--- src/rtl/txseq_pkg.sv ---
package txseq_pkg;
  typedef enum logic [2:0] {
    ST_IDLE, ST_PRE, ST_SFD, ST_DATA, ST_PAD, ST_FCS, ST_DONE
  } tx_state_e;

  localparam logic [7:0]  PRE_BYTE   = 8'h55;
  localparam logic [7:0]  SFD_BYTE   = 8'hD5;
  localparam logic [31:0] CRC_POLY_R = 32'hEDB88320;
  localparam logic [31:0] CRC_SEED   = 32'hFFFFFFFF;
endpackage

--- src/rtl/txseq_crc.sv ---
module txseq_crc
  import txseq_pkg::*;
(
  input  logic        clk,
  input  logic        rst_n,
  input  logic        init,
  input  logic        upd,
  input  logic [7:0]  din,
  output logic [31:0] crc_q
);
  logic [31:0] stage [0:8];
  logic [31:0] crc_d;

  assign stage[0] = crc_q ^ {24'd0, din};

  // one reflected shift per bit, bit 0 of the byte first
  for (genvar b = 0; b < 8; b++) begin : g_bit
    assign stage[b+1] = stage[b][0] ? ((stage[b] >> 1) ^ CRC_POLY_R)
                                    : (stage[b] >> 1);
  end

  always_comb begin
    crc_d = crc_q;
    if (init)     crc_d = CRC_SEED;
    else if (upd) crc_d = stage[8];
  end

  always_ff @(posedge clk or negedge rst_n) begin
    if (!rst_n) crc_q <= CRC_SEED;
    else        crc_q <= crc_d;
  end
endmodule

--- src/rtl/txseq_count.sv ---
module txseq_count #(
  parameter int LEN_W = 16
) (
  input  logic             clk,
  input  logic             rst_n,
  input  logic             clr,
  input  logic             inc,
  input  logic [LEN_W-1:0] max_len,
  output logic [LEN_W-1:0] len_q,
  output logic             over
);
  localparam logic [LEN_W-1:0] LEN_TOP = '1;
  logic [LEN_W-1:0] len_d;

  always_comb begin
    len_d = len_q;
    if (clr)                         len_d = '0;
    else if (inc && len_q != LEN_TOP) len_d = len_q + 1'b1;
  end

  always_ff @(posedge clk or negedge rst_n) begin
    if (!rst_n) len_q <= '0;
    else        len_q <= len_d;
  end

  assign over = (len_q > max_len);

  // the byte counter never wraps back to zero without a clear
  len_nowrap_chk: assert property (@(posedge clk) disable iff (!rst_n)
    ($past(len_q) == LEN_TOP && !$past(clr)) |-> len_q == LEN_TOP);
endmodule

--- src/rtl/txseq_ctrl.sv ---
module txseq_ctrl
  import txseq_pkg::*;
#(
  parameter int LVL_W    = 8,
  parameter int LEN_W    = 16,
  parameter int PRE_LEN  = 7,
  parameter int MIN_DATA = 60
) (
  input  logic             clk,
  input  logic             rst_n,
  input  logic             mac_en,
  input  logic [LVL_W-1:0] watermark,
  input  logic [LVL_W-1:0] fifo_level,
  input  logic             fifo_empty,
  input  logic [7:0]       fifo_data,
  input  logic             fifo_last,
  input  logic             ctl_fcs,
  input  logic             ctl_bad_fcs,
  input  logic [LEN_W-1:0] len_q,
  input  logic             over,
  input  logic [31:0]      crc_q,
  output logic             fifo_rd,
  output logic             crc_init,
  output logic             crc_upd,
  output logic [7:0]       crc_din,
  output logic             len_clr,
  output logic             len_inc,
  output logic             tx_en,
  output logic [7:0]       tx_d,
  output logic             frame_done,
  output logic             babble,
  output logic             underrun
);
  localparam logic [2:0]       PRE_LAST = 3'(PRE_LEN - 1);
  localparam logic [LEN_W-1:0] PAD_LAST = LEN_W'(MIN_DATA - 1);

  tx_state_e  st_q, st_d;
  logic [2:0] cnt_q, cnt_d;
  logic       fcs_q, fcs_d;     // append-FCS latched at start
  logic       bad_q, bad_d;     // force-bad latched at start
  logic       en_d, done_d, bab_d, und_d;
  logic [7:0] byte_d;
  logic [31:0] fcs_val;
  logic       start;

  assign start   = mac_en && !fifo_empty && (fifo_level >= watermark);
  assign fifo_rd = (st_q == ST_DATA) && !fifo_empty;
  assign fcs_val = bad_q ? crc_q : ~crc_q;

  assign crc_init = (st_q == ST_SFD);
  assign len_clr  = (st_q == ST_SFD);
  assign crc_upd  = fifo_rd || (st_q == ST_PAD);
  assign crc_din  = (st_q == ST_PAD) ? 8'h00 : fifo_data;
  assign len_inc  = fifo_rd || (st_q == ST_PAD) || (st_q == ST_FCS);

  always_comb begin
    st_d   = st_q;
    cnt_d  = cnt_q;
    fcs_d  = fcs_q;
    bad_d  = bad_q;
    en_d   = 1'b0;
    byte_d = 8'h00;
    done_d = 1'b0;
    bab_d  = 1'b0;
    und_d  = 1'b0;
    unique case (st_q)
      ST_IDLE: begin
        if (start) begin
          st_d  = ST_PRE;
          cnt_d = '0;
          fcs_d = ctl_fcs;
          bad_d = ctl_bad_fcs;
        end
      end
      ST_PRE: begin
        en_d   = 1'b1;
        byte_d = PRE_BYTE;
        cnt_d  = cnt_q + 3'd1;
        if (cnt_q == PRE_LAST) st_d = ST_SFD;
      end
      ST_SFD: begin
        en_d   = 1'b1;
        byte_d = SFD_BYTE;
        st_d   = ST_DATA;
      end
      ST_DATA: begin
        if (fifo_empty) begin
          und_d = 1'b1;
          st_d  = ST_IDLE;
        end else begin
          en_d   = 1'b1;
          byte_d = fifo_data;
          if (fifo_last) begin
            cnt_d = '0;
            if (fcs_q && len_q < PAD_LAST) st_d = ST_PAD;
            else if (fcs_q || bad_q)       st_d = ST_FCS;
            else                           st_d = ST_DONE;
          end
        end
      end
      ST_PAD: begin
        en_d   = 1'b1;
        byte_d = 8'h00;
        if (len_q >= PAD_LAST) st_d = ST_FCS;
      end
      ST_FCS: begin
        en_d   = 1'b1;
        byte_d = fcs_val[8*cnt_q[1:0] +: 8];
        cnt_d  = cnt_q + 3'd1;
        if (cnt_q == 3'd3) st_d = ST_DONE;
      end
      ST_DONE: begin
        done_d = 1'b1;
        bab_d  = over;
        st_d   = ST_IDLE;
      end
      default: st_d = ST_IDLE;
    endcase
  end

  always_ff @(posedge clk or negedge rst_n) begin
    if (!rst_n) begin
      st_q       <= ST_IDLE;
      cnt_q      <= '0;
      fcs_q      <= 1'b0;
      bad_q      <= 1'b0;
      tx_en      <= 1'b0;
      tx_d       <= 8'h00;
      frame_done <= 1'b0;
      babble     <= 1'b0;
      underrun   <= 1'b0;
    end else begin
      st_q       <= st_d;
      cnt_q      <= cnt_d;
      fcs_q      <= fcs_d;
      bad_q      <= bad_d;
      tx_en      <= en_d;
      tx_d       <= byte_d;
      frame_done <= done_d;
      babble     <= bab_d;
      underrun   <= und_d;
    end
  end


  done_en_low_chk: assert property (@(posedge clk) disable iff (!rst_n)
    frame_done |-> !tx_en);

  done_single_chk: assert property (@(posedge clk) disable iff (!rst_n)
    frame_done |=> !frame_done);

  en_fall_cause_chk: assert property (@(posedge clk) disable iff (!rst_n)
    $fell(tx_en) |-> (frame_done || underrun));

  babble_with_done_chk: assert property (@(posedge clk) disable iff (!rst_n)
    babble |-> frame_done);

  underrun_abort_chk: assert property (@(posedge clk) disable iff (!rst_n)
    underrun |-> (!frame_done && !tx_en));

  first_byte_pre_chk: assert property (@(posedge clk) disable iff (!rst_n)
    $rose(tx_en) |-> tx_d == PRE_BYTE);
endmodule

--- src/rtl/mac_tx_sequencer.sv ---
module mac_tx_sequencer #(
  parameter int LVL_W    = 8,
  parameter int LEN_W    = 16,
  parameter int PRE_LEN  = 7,
  parameter int MIN_DATA = 60
) (
  input  logic             clk,
  input  logic             rst_n,
  input  logic             mac_en,
  input  logic [LVL_W-1:0] watermark,
  input  logic [LVL_W-1:0] fifo_level,
  input  logic             fifo_empty,
  input  logic [7:0]       fifo_data,
  input  logic             fifo_last,
  output logic             fifo_rd,
  input  logic             ctl_fcs,
  input  logic             ctl_bad_fcs,
  input  logic [LEN_W-1:0] max_len,
  output logic             tx_en,
  output logic [7:0]       tx_d,
  output logic             frame_done,
  output logic             babble,
  output logic             underrun
);
  logic             crc_init, crc_upd, len_clr, len_inc, over;
  logic [7:0]       crc_din;
  logic [31:0]      crc_q;
  logic [LEN_W-1:0] len_q;

  txseq_ctrl #(
    .LVL_W(LVL_W), .LEN_W(LEN_W), .PRE_LEN(PRE_LEN), .MIN_DATA(MIN_DATA)
  ) i_ctrl (
    .clk(clk), .rst_n(rst_n), .mac_en(mac_en), .watermark(watermark),
    .fifo_level(fifo_level), .fifo_empty(fifo_empty), .fifo_data(fifo_data),
    .fifo_last(fifo_last), .ctl_fcs(ctl_fcs), .ctl_bad_fcs(ctl_bad_fcs),
    .len_q(len_q), .over(over), .crc_q(crc_q), .fifo_rd(fifo_rd),
    .crc_init(crc_init), .crc_upd(crc_upd), .crc_din(crc_din),
    .len_clr(len_clr), .len_inc(len_inc), .tx_en(tx_en), .tx_d(tx_d),
    .frame_done(frame_done), .babble(babble), .underrun(underrun)
  );

  txseq_crc i_crc (
    .clk(clk), .rst_n(rst_n), .init(crc_init), .upd(crc_upd),
    .din(crc_din), .crc_q(crc_q)
  );

  txseq_count #(.LEN_W(LEN_W)) i_count (
    .clk(clk), .rst_n(rst_n), .clr(len_clr), .inc(len_inc),
    .max_len(max_len), .len_q(len_q), .over(over)
  );
endmodule

--- config.mk ---
export PLATFORM = sky130hd
export DESIGN_NAME = mac_tx_sequencer
export DESIGN_NICKNAME = d
export VERILOG_FILES = /design/src/rtl/txseq_pkg.sv /design/src/rtl/txseq_crc.sv /design/src/rtl/txseq_count.sv /design/src/rtl/txseq_ctrl.sv /design/src/rtl/mac_tx_sequencer.sv
export SDC_FILE = /design/constraint.sdc
export NUM_CORES = 1
export LEC_CHECK = 0
export BUFFER_PORTS_ARGS = -buffer_cell sky130_fd_sc_hd__buf_2
export CAP_MARGIN = 20
export CORE_MARGIN = 5
export CORE_UTILIZATION = 25
export DETAILED_ROUTE_END_ITERATION = 12
export PLACE_DENSITY = 0.48
export SLEW_MARGIN = 20
export SYNTH_ARGS = -nofsm -noshare
export SYNTH_HDL_FRONTEND = slang
export SYNTH_SLANG_ARGS = --single-unit
export TNS_END_PERCENT = 30
--- constraint.sdc ---
create_clock -name clk -period 7.2 [get_ports clk]
set_input_delay 1.08 -clock clk [delete_from_list [all_inputs] [get_ports clk]]
set_output_delay 1.08 -clock clk [all_outputs]
set_load 0.005 [all_outputs]
==> out/summary.md, run 1 <==
The run finished with clean final reports. After layout, the minimum clock period comes to 3.16 ns. Per report_power, the combinational group accounts for 55.9% of the total. The detailed-route wire length was 12.1 mm; the number of nets with antenna violations after routing was 0.

At the end of routability-driven placement, the weighted congestion stood at 0.835. The final worst clock skew was 0.00679 ns. In this run the core area contains 50 standard-cell rows. The H-tree was split into 3 levels. The final-report max-slew violation count was 0; the I/O pin count was 60. The biggest area contributor in the post-synthesis netlist is dfrtp_1. The clock transition at the registers of the reported paths is 0.05 ns, and the standard cell core area is 18700 sq um. For the share of power burned in the clock network, the log shows 16.7%. Sequential cells were found to cover 36.7% of the synthesized design area. In this run, distinct cell masters in the synthesized netlist total 54.

The worst setup path is captured at an output port. For the worst flop-to-flop path, the logic depth is 7. Setup repair after global routing left no endpoint under its margin. The achievable clock frequency is 316 MHz, and the via count is 3647. By startpoint and endpoint, the worst setup path is classified as input port to output port. For this run, asynchronously set or reset flops after synthesis account for 100%. The worst setup path is launched from an input port. The tools report the utilization after layout as 29.9%. In the final routed layout, each cell accounts on average for 15.5 microns. The most common flop cell mapped by yosys is dfrtp_1. Max-cap violations in this run came to 0.

The logs give 2.08 ns for the worst endpoint data arrival time and 0 ns for the total negative slack for setup checks. In this run the cell area measured after placement is 5270 sq um. The vertical extent of the die came out at 148 microns.

Yosys mapped a number of flops with a built-in enable equal to 0. The number of endpoints failing setup at the final stage is 0, and the total power density per cell area is 513 nW/um^2. The horizontal extent of the die came out at 148 microns. Internal power comes to 1.67 mW.

The post-CTS setup buffer count is 0. The first global-routing pass estimated 19.9 mm of wire. The cell count after synthesis came out at 485. A synthesized cell averages 9.77 sq um. Summed over all nets, the switching power comes to 1.20 mW.

Of all nets on the critical path, the largest fanout is 12. The number of antenna repair diodes is 0. Design area: 5590 sq um. The global routing usage summed across all routing layers came out at 11.4%. Summed over all layers, the global routing overflow is 0.

Summed over its instances, the top area cell type makes up 19.0% of the synthesized netlist area. The worst slew margin relative to its limit is 39.0%, and the final clock period utilization by the worst path is 43.9%. The run gives 6.12 ns as the required arrival time at the worst endpoint. Clock tree synthesis selected as its root buffer the cell clkbuf_16. The via count of the first global-routing pass came out at 3662. After filler insertion, the fill cell instance count of the layout stands at 1928. Initial antenna violation count: 0.

The layout cell share with drive strength beyond 1 is 24.6%, and the worst hold path stage count is 1. The total standard cell area after synthesis came out at 4740 sq um. TritonCTS built the clock tree.

The logs give 0 for the final count of hold timing violations and 27.4% for the fraction of power consumed by sequential logic. VDD sags by at most 0.204 mV. In the routed design, unresolved DRC markers number 0.

Excluding fillers, the count of instances in the completed layout stands at 778. At the end of the flow, the number of nets in the layout was 614. In this run, post-CTS repair resized a total of 0 instances. The initial utilization of the core area, before any placement, comes to 25.3%. Using the TritonRoute via totals, the vias-per-cell ratio works out to 4.69. Synthesis-stage register bit count: 68. In the post-synthesis netlist, the biggest area contributors are dfrtp_1 19%, dfstp_2 18%, xnor2_1 12%, ha_1 7.4%, xor2_1 5.7%. The area growth from synthesis to layout came out at 18.0%.

The die covers 21800 sq um. For the pin count of the biggest net entering global routing, the log shows 69. The tools report the total power as 2.87 mW. Counting every net in the synthesized netlist gives 560. The HPWL after detailed placement is 8.82 mm. The run gives 164 as the DRC violation total after the first TritonRoute iteration. Sink count of the clock tree: 68. The pin slew with the least headroom to its limit came out at 0.914 ns. The fraction of power spent switching nets was 41.9%. In this run the static leakage power is 2.44 nW. The largest buffer count on any clock path was 2; the hold buffer count at cts was 0.

The Yosys step of the flow raised 0 warnings. The min-delay analysis places its worst path in the category flip-flop to flip-flop. The number of detailed-routing iterations run before antenna repair is 4, and the count of input and output buffers is 59. The number of placed instances, taps included, is 762. The clock latency of the later-clocked register in the worst-skew pair was 0.33 ns.

For the number of buffers created by CTS, the log shows 9.
-- state kept, by name, summed over array words and instances (netlist names) --
register / cells
i_count.len_q: 16
i_crc.crc_q: 32
i_ctrl.babble: 1
i_ctrl.bad_q: 1
i_ctrl.cnt_q: 3
i_ctrl.fcs_q: 1
i_ctrl.frame_done: 1
i_ctrl.st_q: 3
i_ctrl.tx_d: 8
i_ctrl.tx_en: 1
i_ctrl.underrun: 1
-- metrics by stage --
| step | setup WS (ns) | hold slack, ns |
|---|---|---|
| floorplan | 4.41 | 0.478 |
| global placement | 4.09 | 0.500 |
| detailed placement | 4.05 | 0.526 |
| CTS | 4.05 | 0.543 |
| global route | 3.97 | 0.556 |
| finish | 4.04 | 0.534 |
-- critical path, stage by stage --
cell,delay (ns)
buf_2,0.13
nand4bb_1,0.28
inv_1,0.38
buf_2,0.20
-- layer usage --
layer	GRT usage (%)	share of wire (%)
met1	14.6	44
met2	19.4	50
met3	1.96	3.5
met4	3.96	2.2
met5	0	0
-- power by group through the flow --
stage,registers (mW),clock network [mW],logic (mW)
CTS,0.787,0.492,1.61
detailed placement,0.791,0,1.59
finish,0.786,0.480,1.60
floorplan,0.690,0,1.32
global placement,0.791,0,1.59
global route,0.809,0.507,1.77
-- final timing paths --
| path | startpoint | end | slack [ns] |
|---|---|---|---|
| min | i_ctrl.cnt_q[2] | i_ctrl.cnt_q[2] | 0.53 |
| max reg2reg | i_ctrl.st_q[0] | i_crc.crc_q[23] | 4.36 |
| min in group asynchronous | rst_n | i_ctrl.babble | 0.93 |
| max | fifo_empty | fifo_rd | 4.04 |
| max in group asynchronous | rst_n | i_count.len_q[4] | 5.66 |
| min reg2reg | i_ctrl.cnt_q[2] | i_ctrl.cnt_q[2] | 0.53 |
-- area by class of cell --
type | count | area, sq um | share of cell area [%]
Timing Repair Buffer | 62 | 318 | 5.68
Multi-Input combinational cell | 369 | 2810 | 50.3
Sequential cell | 68 | 1740 | 31.2
Tap cell | 234 | 293 | 5.24
Clock buffer | 11 | 243 | 4.34
Inverter | 29 | 109 | 1.95
Clock inverter | 5 | 75.1 | 1.34
-- cell usage in the layout, fill, tap and decap left out, types with 28 or more instances in the layout --
cell type  instances
xnor2_1           64
buf_2             59
o21ai_0           43
dfrtp_1           36
nor2_1            34
nand2_1           34
dfstp_2           32
xor2_1            31
inv_1             29
ha_1              28
-- kinds of logic (layout without fill, tap and decap cells) --
kind of cell | Yosys count | in the layout | synth area share (%)
adder cells (fa/ha/maj) | 28 | 28 | 7.39
AO/OA/AOI/OAI | 97 | 97 | 12.5
XOR/XNOR | 104 | 104 | 21.5
AND/OR/NAND/NOR | 129 | 129 | 13.4
buffers and inverters | 48 | 107 | 3.99
multiplexers | 11 | 11 | 4.49
flip-flops | 68 | 68 | 36.7
-- Yosys cell counts, drive strengths merged (2+ instances only) --
master   instances
a21o             5
a21oi           18
a221o            5
a22o             4
a31oi            2
and2             6
and3             3
and4             2
buf              3
clkbuf          16
dfrtp           36
dfstp           32
ha              28
inv             29
mux2             2
mux4             8
nand2           35
nand2b           5
nand3           10
nand4            5
nor2            35
nor2b            5
nor3            11
nor4             4
o211ai           3
o21a             3
o21ai           47
o2bb2ai          2
or2              2
or3b             2
xnor2           66
xor2            37
No activity file was read; power rests on OpenSTA's default activity.
==> run 2, diff against run 1 <==
- clock period: 7.2 -> 3 ns (I/O delays scaled with it)
==> run 2 against run 1 <==
Against the previous run:
- global-route usage grew 0.19 points
- sequential power up 130%
- combinational power increased to 2.6 times the previous value
- final area increased by 2.0%
- sequential share of layout area shrank 0.60 points
- worst hold slack got worse by 0.38 ns
- final cell count increased by 1.9%
==> out/summary.md, run 2 (same netlist as run 1, synthesis figures left out) <==
The first global-routing pass estimated 19.9 mm of wire. TritonCTS built the clock tree. Area enclosed by the die boundary: 21800 sq um.

For the final routed database, the setup TNS stands at 0 ns. The logs give 4.09 mW for the internal power component and 0 for the overflow left after global routing. The largest registers in the layout are i_crc.crc_q (32), i_count.len_q (16), i_ctrl.tx_d (8). The horizontal extent of the die is 148 microns.

The run finished with clean final reports. Based on the critical path, the design can be clocked at up to 405 MHz. The fraction of power spent switching nets works out to 41.6%.

The via count was 3626; the proportion of power drawn by combinational gates was 58.8%. The peak ir drop on the vdd network is 0.467 mV, and the delay contributed by the slowest stage of the critical path is 0.56 ns. The number of flip-flops in the largest register works out to 32. The commonest non-fill, non-tap cell in the layout is xnor2_1.

Wires add up to 12.1 mm. The number of nets with antenna violations after routing came out at 0. The count of buffers added on input and output ports is 59. During I/O placement, the number of pins put on the boundary was 60. The standard cell core area came out at 18700 sq um. The slowest cell on the critical path is or3b_1.

At the end of routability-driven placement, the weighted congestion stood at 0.913. The net switching power figure came out at 2.91 mW. The standard-cell row count was 50. After detailed routing, the number of vias per cell comes to 4.57. At the pin with the least slew margin, the transition time is 0.695 ns.

After legalization and detailed placement, the total HPWL measured 9.35 mm. The starting utilization of the core area was 25.3%; the worst slew margin relative to its limit was 53.7%. The final critical delay including setup and external delays was 2.47 ns. In the layout the commonest cells are 64 x xnor2_1, 59 x buf_2, 43 x o21ai_0. The final-report max-slew violation count was 0. Sequential cells burn 26.2% of the power. Setup violations remaining at the end of the flow were counted as 0. The total power density per cell area came out at 1230 nW/um^2. Setup repair after global routing left no endpoint under its margin. The tool flagged a number of max-cap violations equal to 0. The tools report the via count of the first global-routing pass as 3738.

The clock transition at the registers of the reported paths was 0.05 ns; the initial antenna violation count was 0. Prior to clock tree synthesis, the placed netlist has a worst setup slack of 0.538 ns. Layout cell share with drive strength beyond 1: 26.3%. After the first detailed-routing iteration, the DRC count stood at 225.

The clock latency of the later-clocked register in the worst-skew pair is 0.34 ns, and the vertical extent of the die is 148 microns. The tools report the post-CTS setup buffer count as 0. The share of power burned in the clock network came out at 15.1%.

The post-cts resize count is 0. On the final layout, the worst clock skew is 0.00512 ns. The worst path meets setup with 0.528 ns of slack. The tools report the pin count of the biggest net entering global routing as 31. The element type at the critical path end is a flip-flop.

The number of antenna diodes in the final layout is 0. Kind of critical path: flip-flop to flip-flop. The worst setup path is launched from a flip-flop. More flip-flops sit in one register than any other, and that register is i_crc.crc_q. TritonCTS created 9 clock buffers.

The final count of hold timing violations was 0; the area growth from synthesis to layout was 20.3%. Final routed DRC violation total: 0. Walking the worst path, the cells encountered are or3b_1, nand2_4, xor2_4, xnor3_2, xnor2_2, xnor2_1, o21ai_1. The combined buffer and inverter count along the critical path works out to 0. In this run, post-CTS hold repair placed 0 buffers. In this run the clock root is driven by a clkbuf_16. Dividing the detail-routed wire length by the instance count gives 15.3 microns. The number of detailed-routing iterations run before antenna repair was 4.

Across every metal layer, demand over resource in global routing totals 11.6%. For the number of nets in the layout, the log shows 629. For this design the static power due to leakage is 2.51 nW. The worst endpoint data arrival time is 2.74 ns. The type of the worst min-delay path was input port to async pin.

The required arrival time at the worst endpoint was 3.26 ns; the largest buffer count on any clock path was 2. The H-tree was split into 3 levels. Along the worst path, the maximum fanout reaches 9. The clock drives 68 sinks. Grouping stages by cell kind, the critical path spends the most delay in XOR/XNOR gates. In the finished design, the share of the clock period the worst path needs comes to 82.4%.
## run 2: cell types whose count changed in the layout (fill, tap and decap cells not counted), sizes merged
cell / before / now
bufinv: 2 / 0
clkinv: 3 / 0
clkbuf: 11 / 16
buf: 62 / 77
## run 2: layout make-up
| cell class | instances | area (sq um) |
|---|---|---|
| well taps | 234 | 293 |
| clock buffers | 16 | 303 |
| flip-flops and latches | 68 | 1740 |
| fillers | 1940 | 13000 |
| inverters | 29 | 109 |
| multi-input cells | 369 | 2810 |
| repair buffers | 77 | 443 |
## run 2: worst paths after layout
| kind | start | endpoint | slack (ns) | cells after the start |
|---|---|---|---|---|
| max | i_ctrl.st_q[1] | i_crc.crc_q[23] | 0.53 | 7 |
| min | rst_n | i_ctrl.babble | 0.15 | 1 |
| max reg2reg | i_ctrl.st_q[1] | i_crc.crc_q[23] | 0.53 | 7 |
| min reg2reg | i_ctrl.cnt_q[2] | i_ctrl.cnt_q[2] | 0.53 | 1 |
| max in group asynchronous | rst_n | i_crc.crc_q[12] | 2.10 | 2 |
| min in group clk | ctl_fcs | i_ctrl.fcs_q | 0.35 | 2 |
## run 2: per-layer routing
metal,global-route usage [%],wire [microns],vias to the layer above
li1,-,-,1800
met3,2.15,528,14
met1,15.4,5500,1734
met2,18.3,5780,78
met4,5.41,286,0
met5,0,0,-
## run 2: stage by stage
stage | hold WS (ns) | power, mW | utilization (%) | cells | instance area, sq um
floorplan | 0.154 | 4.83 | - | 485 | 4740
global placement | 0.497 | 5.97 | 28.9 | 777 | 5400
detailed placement | 0.514 | 5.93 | 28.9 | 777 | 5400
CTS | 0.175 | 7.03 | 30.5 | 793 | 5700
global route | 0.194 | 7.49 | 30.5 | 793 | 5700
finish | 0.154 | 6.99 | 30.5 | 793 | 5700
## run 2: power groups by stage
stage	sequential, mW	combinational [mW]	clock, mW
2_1_floorplan	1.66	3.17	0
3_3_place_gp	1.84	4.13	0
3_5_place_dp	1.84	4.09	0
4_1_cts	1.83	4.12	1.08
5_1_grt	1.88	4.49	1.12
6_report	1.83	4.11	1.05
